## config.mk

```make
export PLATFORM = sky130hd
export DESIGN_NAME = blkinit_loader
export DESIGN_NICKNAME = d
export VERILOG_FILES = /design/src/rtl/blkinit_pkg.sv /design/src/rtl/blkinit_cmd_track.sv /design/src/rtl/blkinit_sel.sv /design/src/rtl/blkinit_addr.sv /design/src/rtl/blkinit_loader.sv
export SDC_FILE = /design/constraint.sdc
export NUM_CORES = 1
export LEC_CHECK = 0
export BUFFER_PORTS_ARGS = -buffer_cell sky130_fd_sc_hd__buf_2
export CAP_MARGIN = 20
export CORE_MARGIN = 10
export CORE_UTILIZATION = 40
export CTS_CLUSTER_SIZE = 24
export DETAILED_ROUTE_END_ITERATION = 10
export GPL_TIMING_DRIVEN = 0
export PLACE_DENSITY_LB_ADDON = 0.08
export SYNTH_ARGS = -nofsm -noshare
export SYNTH_HDL_FRONTEND = slang
export SYNTH_SLANG_ARGS = --single-unit
```

## constraint.sdc

```tcl
create_clock -name clk -period 2.9 [get_ports clk]
set_input_delay 0.58 -clock clk [delete_from_list [all_inputs] [get_ports clk]]
set_output_delay 0.58 -clock clk [all_outputs]
set_load 0.01 [all_outputs]
```

## src/rtl/blkinit_pkg.sv

```systemverilog
`timescale 1ns/1ps
package blkinit_pkg;

    typedef enum logic [2:0] {
        OP_SELECT  = 3'd0,
        OP_PATTERN = 3'd1,
        OP_ADDR    = 3'd2,
        OP_BULK    = 3'd3,
        OP_CFG     = 3'd4
    } op_e;

    // Write kinds leaving the loader
    typedef enum logic {
        WK_RAM = 1'b0,
        WK_CFG = 1'b1
    } wr_kind_e;

    function automatic logic op_needs_addr(op_e op);
        return op == OP_BULK;
    endfunction

    function automatic logic op_writes(op_e op);
        return (op == OP_BULK) || (op == OP_CFG);
    endfunction

endpackage

```

## src/rtl/blkinit_cmd_track.sv

```systemverilog
`timescale 1ns/1ps
module blkinit_cmd_track
    import blkinit_pkg::*;
#(
    parameter int BULK_MAX = 5120,
    parameter int CNT_W    = 13
) (
    input  logic             clk,
    input  logic             rst,
    input  logic             cmd_valid,
    input  logic [2:0]       cmd_op,
    input  logic             dat_valid,
    output op_e              cur_op,
    output logic [CNT_W-1:0] idx,
    output logic             beat_go
);

    localparam logic [CNT_W-1:0] IDX_SAT = CNT_W'(BULK_MAX);

    logic active;

    assign beat_go = dat_valid && !cmd_valid && active;

    always_ff @(posedge clk) begin
        if (rst) begin
            active <= 1'b0;
            cur_op <= OP_SELECT;
            idx    <= '0;
        end else if (cmd_valid) begin
            active <= 1'b1;
            cur_op <= op_e'(cmd_op);
            idx    <= '0;
        end else if (beat_go && idx != IDX_SAT) begin
            idx <= idx + 1'b1;
        end
    end


    idx_restart_chk: assert property (@(posedge clk) disable iff (rst)
        cmd_valid |=> idx == '0);

endmodule

```

## src/rtl/blkinit_sel.sv

```systemverilog
`timescale 1ns/1ps
module blkinit_sel
    import blkinit_pkg::*;
#(
    parameter int N_COL = 4,
    parameter int N_ROW = 8,
    parameter int CNT_W = 13,
    localparam int COL_W = $clog2(N_COL),
    localparam int ROW_W = $clog2(N_ROW),
    localparam int N_BLK = N_COL * N_ROW
) (
    input  logic             clk,
    input  logic             rst,
    input  logic             beat_go,
    input  op_e              op,
    input  logic [CNT_W-1:0] idx,
    input  logic [COL_W-1:0] col_bits,
    input  logic [ROW_W-1:0] row_bits,
    input  logic [N_COL-1:0] pat_bits,
    output logic [N_BLK-1:0] mask,
    output logic             sel_any
);

    logic [COL_W-1:0] col_q;
    logic [N_BLK-1:0] pat_mask;
    logic [N_BLK-1:0] pt_mask;

    for (genvar c = 0; c < N_COL; c++) begin : g_col
        for (genvar r = 0; r < N_ROW; r++) begin : g_row
            assign pat_mask[r*N_COL + c] = pat_bits[c];
        end
    end

    always_comb begin
        pt_mask = '0;
        pt_mask[{row_bits, col_q}] = 1'b1;
    end

    always_ff @(posedge clk) begin
        if (rst) begin
            col_q <= '0;
            mask  <= '0;
        end else if (beat_go) begin
            if (op == OP_SELECT) begin
                if (idx == '0)
                    col_q <= col_bits;
                else if (idx == CNT_W'(1))
                    mask <= pt_mask;
            end else if (op == OP_PATTERN && idx == '0) begin
                mask <= pat_mask;
            end
        end
    end

    assign sel_any = |mask;


    select_onehot_chk: assert property (@(posedge clk) disable iff (rst)
        (beat_go && op == OP_SELECT && idx == CNT_W'(1)) |=> $countones(mask) == 1);

endmodule

```

## src/rtl/blkinit_addr.sv

```systemverilog
`timescale 1ns/1ps
module blkinit_addr
    import blkinit_pkg::*;
#(
    parameter int ADDR_W = 16,
    parameter int CNT_W  = 13,
    localparam int NB    = (ADDR_W + 7) / 8
) (
    input  logic              clk,
    input  logic              rst,
    input  logic              beat_go,
    input  op_e               op,
    input  logic [CNT_W-1:0]  idx,
    input  logic [7:0]        byte_in,
    input  logic              bump,
    output logic [ADDR_W-1:0] addr,
    output logic              addr_ok
);

    localparam logic [CNT_W-1:0] IDX_LAST = CNT_W'(NB - 1);

    logic [(NB-1)*8-1:0] stage;

    always_ff @(posedge clk) begin
        if (rst) begin
            stage   <= '0;
            addr    <= '0;
            addr_ok <= 1'b0;
        end else if (beat_go && op == OP_ADDR) begin
            for (int i = 0; i < NB - 1; i++) begin
                if (idx == CNT_W'(i))
                    stage[i*8 +: 8] <= byte_in;
            end
            if (idx == IDX_LAST) begin
                addr    <= ADDR_W'({byte_in, stage});
                addr_ok <= 1'b1;
            end
        end else if (bump) begin
            addr <= addr + 1'b1;
        end
    end


    addr_sticky_chk: assert property (@(posedge clk) disable iff (rst)
        addr_ok |=> addr_ok);

endmodule

```

## src/rtl/blkinit_loader.sv

```systemverilog
`timescale 1ns/1ps
module blkinit_loader
    import blkinit_pkg::*;
#(
    parameter int N_COL    = 4,
    parameter int N_ROW    = 8,
    parameter int ADDR_W   = 16,
    parameter int BULK_MAX = 5120,
    parameter int CFG_MAX  = 27,
    localparam int N_BLK   = N_COL * N_ROW,
    localparam int COL_W   = $clog2(N_COL),
    localparam int ROW_W   = $clog2(N_ROW),
    localparam int CNT_W   = $clog2(BULK_MAX + 1)
) (
    input  logic              clk,
    input  logic              rst,
    input  logic              cmd_valid,
    input  logic [2:0]        cmd_op,
    input  logic              dat_valid,
    input  logic [7:0]        dat_byte,
    output logic              wr_en,
    output logic              wr_cfg,
    output logic [N_BLK-1:0]  wr_mask,
    output logic [ADDR_W-1:0] wr_addr,
    output logic [7:0]        wr_data,
    output logic              err,
    output logic              ovf
);

    localparam logic [CNT_W-1:0] IDX_BULK_END = CNT_W'(BULK_MAX);
    localparam logic [CNT_W-1:0] IDX_CFG_END  = CNT_W'(CFG_MAX);

    op_e               cur_op;
    op_e               new_op;
    logic [CNT_W-1:0]  idx;
    logic              beat_go;
    logic [N_BLK-1:0]  mask;
    logic              sel_any;
    logic [ADDR_W-1:0] addr;
    logic              addr_ok;
    logic              bulk_ok;
    logic              cfg_ok;
    logic              bump;
    logic              new_ok;

    blkinit_cmd_track #(.BULK_MAX(BULK_MAX), .CNT_W(CNT_W)) trk_i (
        .clk(clk), .rst(rst), .cmd_valid(cmd_valid), .cmd_op(cmd_op),
        .dat_valid(dat_valid), .cur_op(cur_op), .idx(idx), .beat_go(beat_go)
    );

    blkinit_sel #(.N_COL(N_COL), .N_ROW(N_ROW), .CNT_W(CNT_W)) sel_i (
        .clk(clk), .rst(rst), .beat_go(beat_go), .op(cur_op), .idx(idx),
        .col_bits(dat_byte[COL_W-1:0]), .row_bits(dat_byte[ROW_W-1:0]),
        .pat_bits(dat_byte[N_COL-1:0]), .mask(mask), .sel_any(sel_any)
    );

    blkinit_addr #(.ADDR_W(ADDR_W), .CNT_W(CNT_W)) adr_i (
        .clk(clk), .rst(rst), .beat_go(beat_go), .op(cur_op), .idx(idx),
        .byte_in(dat_byte), .bump(bump), .addr(addr), .addr_ok(addr_ok)
    );

    assign new_op = op_e'(cmd_op);
    assign new_ok = sel_any && (addr_ok || !op_needs_addr(new_op));
    assign bump   = beat_go && bulk_ok && idx != IDX_BULK_END;

    always_ff @(posedge clk) begin
        if (rst) begin
            bulk_ok <= 1'b0;
            cfg_ok  <= 1'b0;
            wr_en   <= 1'b0;
            wr_cfg  <= WK_RAM;
            wr_mask <= '0;
            wr_addr <= '0;
            wr_data <= '0;
            err     <= 1'b0;
            ovf     <= 1'b0;
        end else begin
            wr_en <= 1'b0;
            if (cmd_valid) begin
                bulk_ok <= (new_op == OP_BULK) && new_ok;
                cfg_ok  <= (new_op == OP_CFG) && new_ok;
                if (op_writes(new_op) && !new_ok)
                    err <= 1'b1;
            end else if (beat_go) begin
                if (bulk_ok) begin
                    if (idx != IDX_BULK_END) begin
                        wr_en   <= 1'b1;
                        wr_cfg  <= WK_RAM;
                        wr_mask <= mask;
                        wr_addr <= addr;
                        wr_data <= dat_byte;
                    end else begin
                        ovf <= 1'b1;
                    end
                end else if (cfg_ok && idx < IDX_CFG_END) begin
                    wr_en   <= 1'b1;
                    wr_cfg  <= WK_CFG;
                    wr_mask <= mask;
                    wr_addr <= ADDR_W'(idx);
                    wr_data <= dat_byte;
                end
            end
        end
    end


    wr_target_chk: assert property (@(posedge clk) disable iff (rst)
        wr_en |-> wr_mask != '0);


    addr_step_chk: assert property (@(posedge clk) disable iff (rst)
        (wr_en && !wr_cfg && $past(wr_en && !wr_cfg)) |->
            wr_addr == ADDR_W'($past(wr_addr) + 1'b1));


    cfg_range_chk: assert property (@(posedge clk) disable iff (rst)
        (wr_en && wr_cfg) |-> wr_addr < ADDR_W'(CFG_MAX));


    no_overflow_chk: assert property (@(posedge clk) disable iff (rst)
        $rose(ovf) |-> !wr_en);


    err_sticky_chk: assert property (@(posedge clk) disable iff (rst)
        err |=> err);

endmodule

```

### Word level (Yosys, flattened, before mapping)

Index checks and enable logic that the tools add are counted.

* bits in writable memories: 0
* latch bits: 0
* output and inout port bits: 60
* register bits: 138
* logic and storage cells: 93
* bits in read-only memories: 0
* memories kept: 0

* muxes and demuxes: 24
* $add $sub $neg: 2
* shifts and indexed selects: 0
* bitwise logic cells: 3
* multiply operators: 0
* div/mod/pow operators: 0
* equality and inequality tests: 10
* order comparisons: 3
* reductions and logical operators: 34

Operators by type and width (number)
* 32-bit 2-to-1 mux: 7
* 16-bit 2-to-1 mux: 6
* 32-bit OR reduction: 1
* 8-bit 2-to-1 mux: 3
* 16-bit by 1-bit adder with 16-bit output (second input constant): 1
* 13-bit by 1-bit adder with 13-bit output (second input constant): 1
* 13-bit by 1-bit equality test with 1-bit output (second input constant): 1
* 1-bit logical AND: 13
* 13-bit zero test: 1
* 13-bit by 5-bit < comparator with 1-bit output (second input constant): 1
* 13-bit inequality test (second input constant): 1
* 4-bit AND reduction: 3
* 2-bit AND reduction: 4
* 1-bit 2-to-1 mux: 7
* 3-bit by 2-bit equality test with 1-bit output (second input constant): 2
* 5-bit by 6-bit < comparator with 1-bit output (second input constant): 1
* 2-bit nonzero test: 3
* 1-bit demux with 5-bit select: 1
* 5-bit by 1-bit >= comparator with 1-bit output (second input constant): 1
* 2-bit by 1-bit inequality test with 1-bit output (second input constant): 2
* 2-bit inequality test (second input constant): 2
* 3-bit by 1-bit equality test with 1-bit output (second input constant): 1
* 3-bit equality test (second input constant): 1
* 1-bit zero test: 3
* 6 further kinds: 9

### Depth between registers and ports, before layout

* word-level depth: 7
* depth in mapped cells: 9
* mapped depth without buffers: 7

### By module

Synthesis repeated with hierarchy kept, for this count alone.

* cells, all modules: 808
* area total of the unflattened synthesis: 7066.8 µm²

Modules (own cells, without submodules)
* blkinit_loader: instances 1, seq. area each 1241.2 µm², cells an instance 314, area an instance 2972.9 µm²
* blkinit_sel: instances 1, seq. area each 680.7 µm², cells an instance 226, area an instance 1793.0 µm²
* blkinit_addr: instances 1, seq. area each 500.5 µm², cells an instance 178, area an instance 1431.4 µm²
* blkinit_cmd_track: instances 1, seq. area each 340.3 µm², cells an instance 90, area an instance 869.6 µm²

### Worst setup path before layout

Ideal clock, no wire load.

* kind: input port to flip-flop
* from: input port cmd_valid
* to: register sel_i.mask[20]
* required time: 2.821 ns
* stages: 6
* arrival: 1.949 ns
* slack: 0.872 ns
* setup time: 0.079 ns
* cells stage by stage: nand3b_1 > or3_2 > a221oi_4 > buf_6 > nor2_1 > a211oi_2

* word-level cells in the longest chain between the ends: 4

RTL lines
* from (decl): RTL line blkinit_loader.sv:17 `input logic cmd_valid,`
* 1-bit zero test: RTL line blkinit_cmd_track.sv:22 `assign beat_go = dat_valid && !cmd_valid && active;`
* 1-bit logical AND (2 in series): RTL line blkinit_cmd_track.sv:22
* 4-bit AND reduction (no line)
* to (signal assigned): RTL line blkinit_sel.sv:48 `mask <= pt_mask;`
* to (signal assigned): RTL line blkinit_sel.sv:50 `mask <= pat_mask;`
* to (decl): RTL line blkinit_sel.sv:20 `output logic [N_BLK-1:0] mask,`

Every way passes these cells.
A chain may end at the register's enable or synchronous reset.

### Worst setup path in the final report

* from: register trk_i.idx[0]
* to: register wr_addr[13]

* word-level cells in the longest chain between the ends: 4
* elaborated cells between the ends (all ways): 6
* those cells by class: 1 x order compare; 2 x eq/ne; 3 x reduce/logical

RTL lines
* from (decl): RTL line blkinit_cmd_track.sv:14 `output logic [CNT_W-1:0] idx,`
* from (signal assigned): RTL line blkinit_cmd_track.sv:34 `idx <= idx + 1'b1;`
* 13-bit by 5-bit < comparator with 1-bit output: RTL line blkinit_loader.sv:95 `end else if (cfg_ok && idx < IDX_CFG_END) begin`
* 1-bit logical AND: RTL line blkinit_loader.sv:95
* 2-bit nonzero test (no line)
* 4-bit AND reduction (no line) *
* to (signal assigned): RTL line blkinit_loader.sv:90 `wr_addr <= addr;`
* to (signal assigned): RTL line blkinit_loader.sv:99 `wr_addr <= ADDR_W'(idx);`
* to (decl): RTL line blkinit_loader.sv:24 `output logic [ADDR_W-1:0] wr_addr,`

Every way passes the cells marked *; elsewhere a longest branch is shown, timed or not.

==> impl_metrics.csv <==
group,metric,value,unit
global_route,grt_pass1_wl,30600,µm
cts,cts_hold_buf,0,
place,pre_cts_slack,0.333,ns
cts,cts_sinks,138,
floorplanning,fp.dieArea,0.0206,mm²
cells_and_area,area_growth,19.7,%
yosys,ys_ff_latch,138,
detailed_routing,wl_per_cell,18.7,µm
yosys,syn_area_per_cell,8.38,µm²
timing,finalHoldViolCount,0,
global_route,grt_pass1_vias,5650,
detailed_routing,dr.pass1.iters,4,
yosys,async_reset_ff_share,0,%
power_and_ir_drop,peakVddDrop,0.398,mV
cts,path_clk_slew,0.06,ns
critical_path,worstSetupEndpointType,"flop",
critical_path,path_cells,"inv_1, ha_1, nor4b_4, a31oi_2, o21ai_2, buf_2, a32oi_1, nor2_1",
critical_path,timing_worst_setup_path_type,"flop to flop",
global_route,grt_usage,19.1,%
timing,worstMarginPinSlew,0.841,ns
status,outcome,"completed",
yosys,synth_top_family_by_area,"simple AND/OR/NAND/NOR gates",
global_route,grt-ovfl-total,0,
power_and_ir_drop,p_per_area,599,mW/mm²
timing,slew_violations,0,
yosys,synth_top_cells_by_area,"dfxtp_1 45%, nand2_1 8.5%, a21oi_1 7.9%",
floorplanning,fp-row-count,45,
yosys,ys.warnings.count,0,
critical_path,cp_max_fo,10,
timing,fin_crit,2.45,ns
yosys,ys_seq_area_share,45.3,%
timing,skew,0.00638,ns
place,numPortBuffers,73,
yosys,synth_simple_gate_area_share,23.0,%
cts,clkLatencyLatePin,0.43,ns
timing,fmax,0.408,GHz
critical_path,slowest_stage,"a31oi_2",
cts,postCtsSetupBuffers,0,
critical_path,slowest_delay,0.53,ns
yosys,synthAdderAreaFrac,0.821,%
cts,cts_buffer_depth,2,
yosys,syn_nets,747,
detailed_routing,vias_per_cell,5.48,
yosys,synth_top_area_share,45.3,%
detailed_routing,ant_nets,0,
timing,setup_tns,0,ns
place,gp_congestion,0.911,
yosys,synth_xor_xnor_area_share,1.72,%
power_and_ir_drop,p_leak,2.69,nW
power_and_ir_drop,finalPower,4.37,mW
floorplanning,ios,75,
cells_and_area,antenna_cells,0,
yosys,synth-edff-count,0,
detailed_routing,wl,19100,µm
cts,cts_resized,0,
critical_path,cp-start-kind,"flop",
cts,ctsHtreeMaxLevel,4,
floorplanning,die-width,143,µm
yosys,synth_compound_area_share,20.5,%
cells_and_area,nets,839,
yosys,synthTopCellsByCount,"138 x dfxtp_1, 138 x nand2_1, 96 x a21oi_1",
yosys,synth_area_leader_cell,"dfxtp_1",
timing,rsz0062_at_grt,"false",
global_route,antenna_found_initial,0,
cts,cts_made_buffers,17,
cells_and_area,drive_gt1_share,19.3,%
cells_and_area,final_area,0.00730,mm²
cells_and_area,fin_util,48.4,%
floorplanning,start_util,40.4,%
place,dp_hpwl,13800,µm
detailed_routing,drt_iter0_markers,301,
yosys,syn-cell-area,0.00610,mm²
critical_path,crit_required,3.19,ns
timing,setup-violations-final,0,
floorplanning,fp.coreArea,0.0151,mm²
timing,worst_slack,0.447,ns
hold_path,hp-class,"primary input to flop",
yosys,synth_cell_types,68,
yosys,synthFlopType,"dfxtp_1",
global_route,grt_max_degree,17,
critical_path,cp_data_arrival_time,2.74,ns
place,post_dp_cell_area,0.00670,mm²
detailed_routing,drc_errors,0,
cts,cts-root-buf,"clkbuf_16",
yosys,syn-instance-count,728,
timing,finalCritPeriodShare,84.6,%
detailed_routing,vias,5600,
yosys,synth_mux_area_share,3.63,%
floorplanning,fp.dieH,143,µm
job,cap_violations,0,
cells_and_area,nFillCells,1535,
cts,cts_tree,"built",
timing,timing.slew.headroom,43.5,%
[where the power goes]
group	total (mW)	switching (mW)	internal [mW]
Clock	2.22	0.835	1.39
Sequential	1.93	0.0188	1.92
Combinational	0.210	0.143	0.0671
[area by class of cell]
class                      count  area, µm²  area share, %
multi-input combinational    534       3030           41.5
sequential                   138       2760           37.8
clock buffer                  20        457           6.26
timing repair buffer          73        365           5.00
buffer                        50        285           3.91
tap                          188        235           3.22
clock inverter                12        146           2.01
inverter                       6       22.5          0.308
[cell families after synthesis]
| kind of cell | Yosys count |
|---|---|
| flip-flops | 138 |
| XOR/XNOR | 12 |
| AO/OA/AOI/OAI | 200 |
| multiplexers | 22 |
| adder cells (fa/ha/maj) | 4 |
| buffers and inverters | 56 |
| AND/OR/NAND/NOR | 296 |
[worst paths after layout]
path | startpoint | endpoint | slack [ns] | cells past startpoint
worst max register to register | trk_i.idx[0] | wr_addr[13] | 0.45 | 8
worst max-delay path | trk_i.idx[0] | wr_addr[13] | 0.45 | 8
worst min-delay path | dat_byte[6] | wr_data[6] | 0.41 | 3
worst min register to register | wr_mask[19] | wr_mask[19] | 0.45 | 2
[sequential cells by signal, summed over array words and instances (netlist names), 2 cells and up]
| name | cells |
|---|---|
| adr_i.addr | 16 |
| adr_i.stage | 8 |
| trk_i.cur_op | 3 |
| sel_i.col_q | 2 |
| sel_i.mask | 32 |
| wr_data | 8 |
| trk_i.idx | 13 |
| wr_addr | 16 |
| wr_mask | 32 |
[critical path: cells and delay by family, from the launching register on]
kind / cells / cell delay (ns)
buf+inv: 2 / 0.38
flops: 1 / 0.46
fa+ha+maj: 1 / 0.21
compound gates: 3 / 1.03
simple gates: 2 / 0.22
[stage by stage]
step	hold slack, ns	std cells
2_1_floorplan	0.438	728
3_3_place_gp	0.439	989
3_5_place_dp	0.446	989
4_1_cts	0.395	1021
5_1_grt	0.407	1021
6_report	0.407	1021
[routing by layer]
layer  global-route usage [%]  vias up  share of wire (%)
li1                         -     2761                  -
met3                     4.98       34                5.0
met4                     8.22        0                2.8
met2                     31.6      156                 48
met5                        0        -                  0
met1                     23.0     2649                 44
[placed cells by master, fill, tap and decap left out, types with 3 or more instances in the layout]
cell type,instances
nand2_1,138
dfxtp_1,138
a21oi_1,96
buf_2,87
nor2_1,73
o21ai_0,37
clkbuf_1,23
mux2i_1,21
a211oi_1,19
clkbuf_16,17
nand4_1,11
nand3_1,11
nor4_1,11
xor2_1,11
nor3_1,9
a211oi_2,8
buf_6,7
and3_1,7
inv_1,6
o32ai_1,5
clkinv_2,5
o21a_1,4
nor3b_1,4
o21ai_1,4
ha_1,4
buf_4,3
nand3b_1,3
and2_1,3
clkbuf_8,3
or2_2,3
a21o_1,3
and3_2,3
o31a_1,3
a32oi_1,3
bufinv_16,3
clkinvlp_4,3
(Power assumes the default switching activity.)
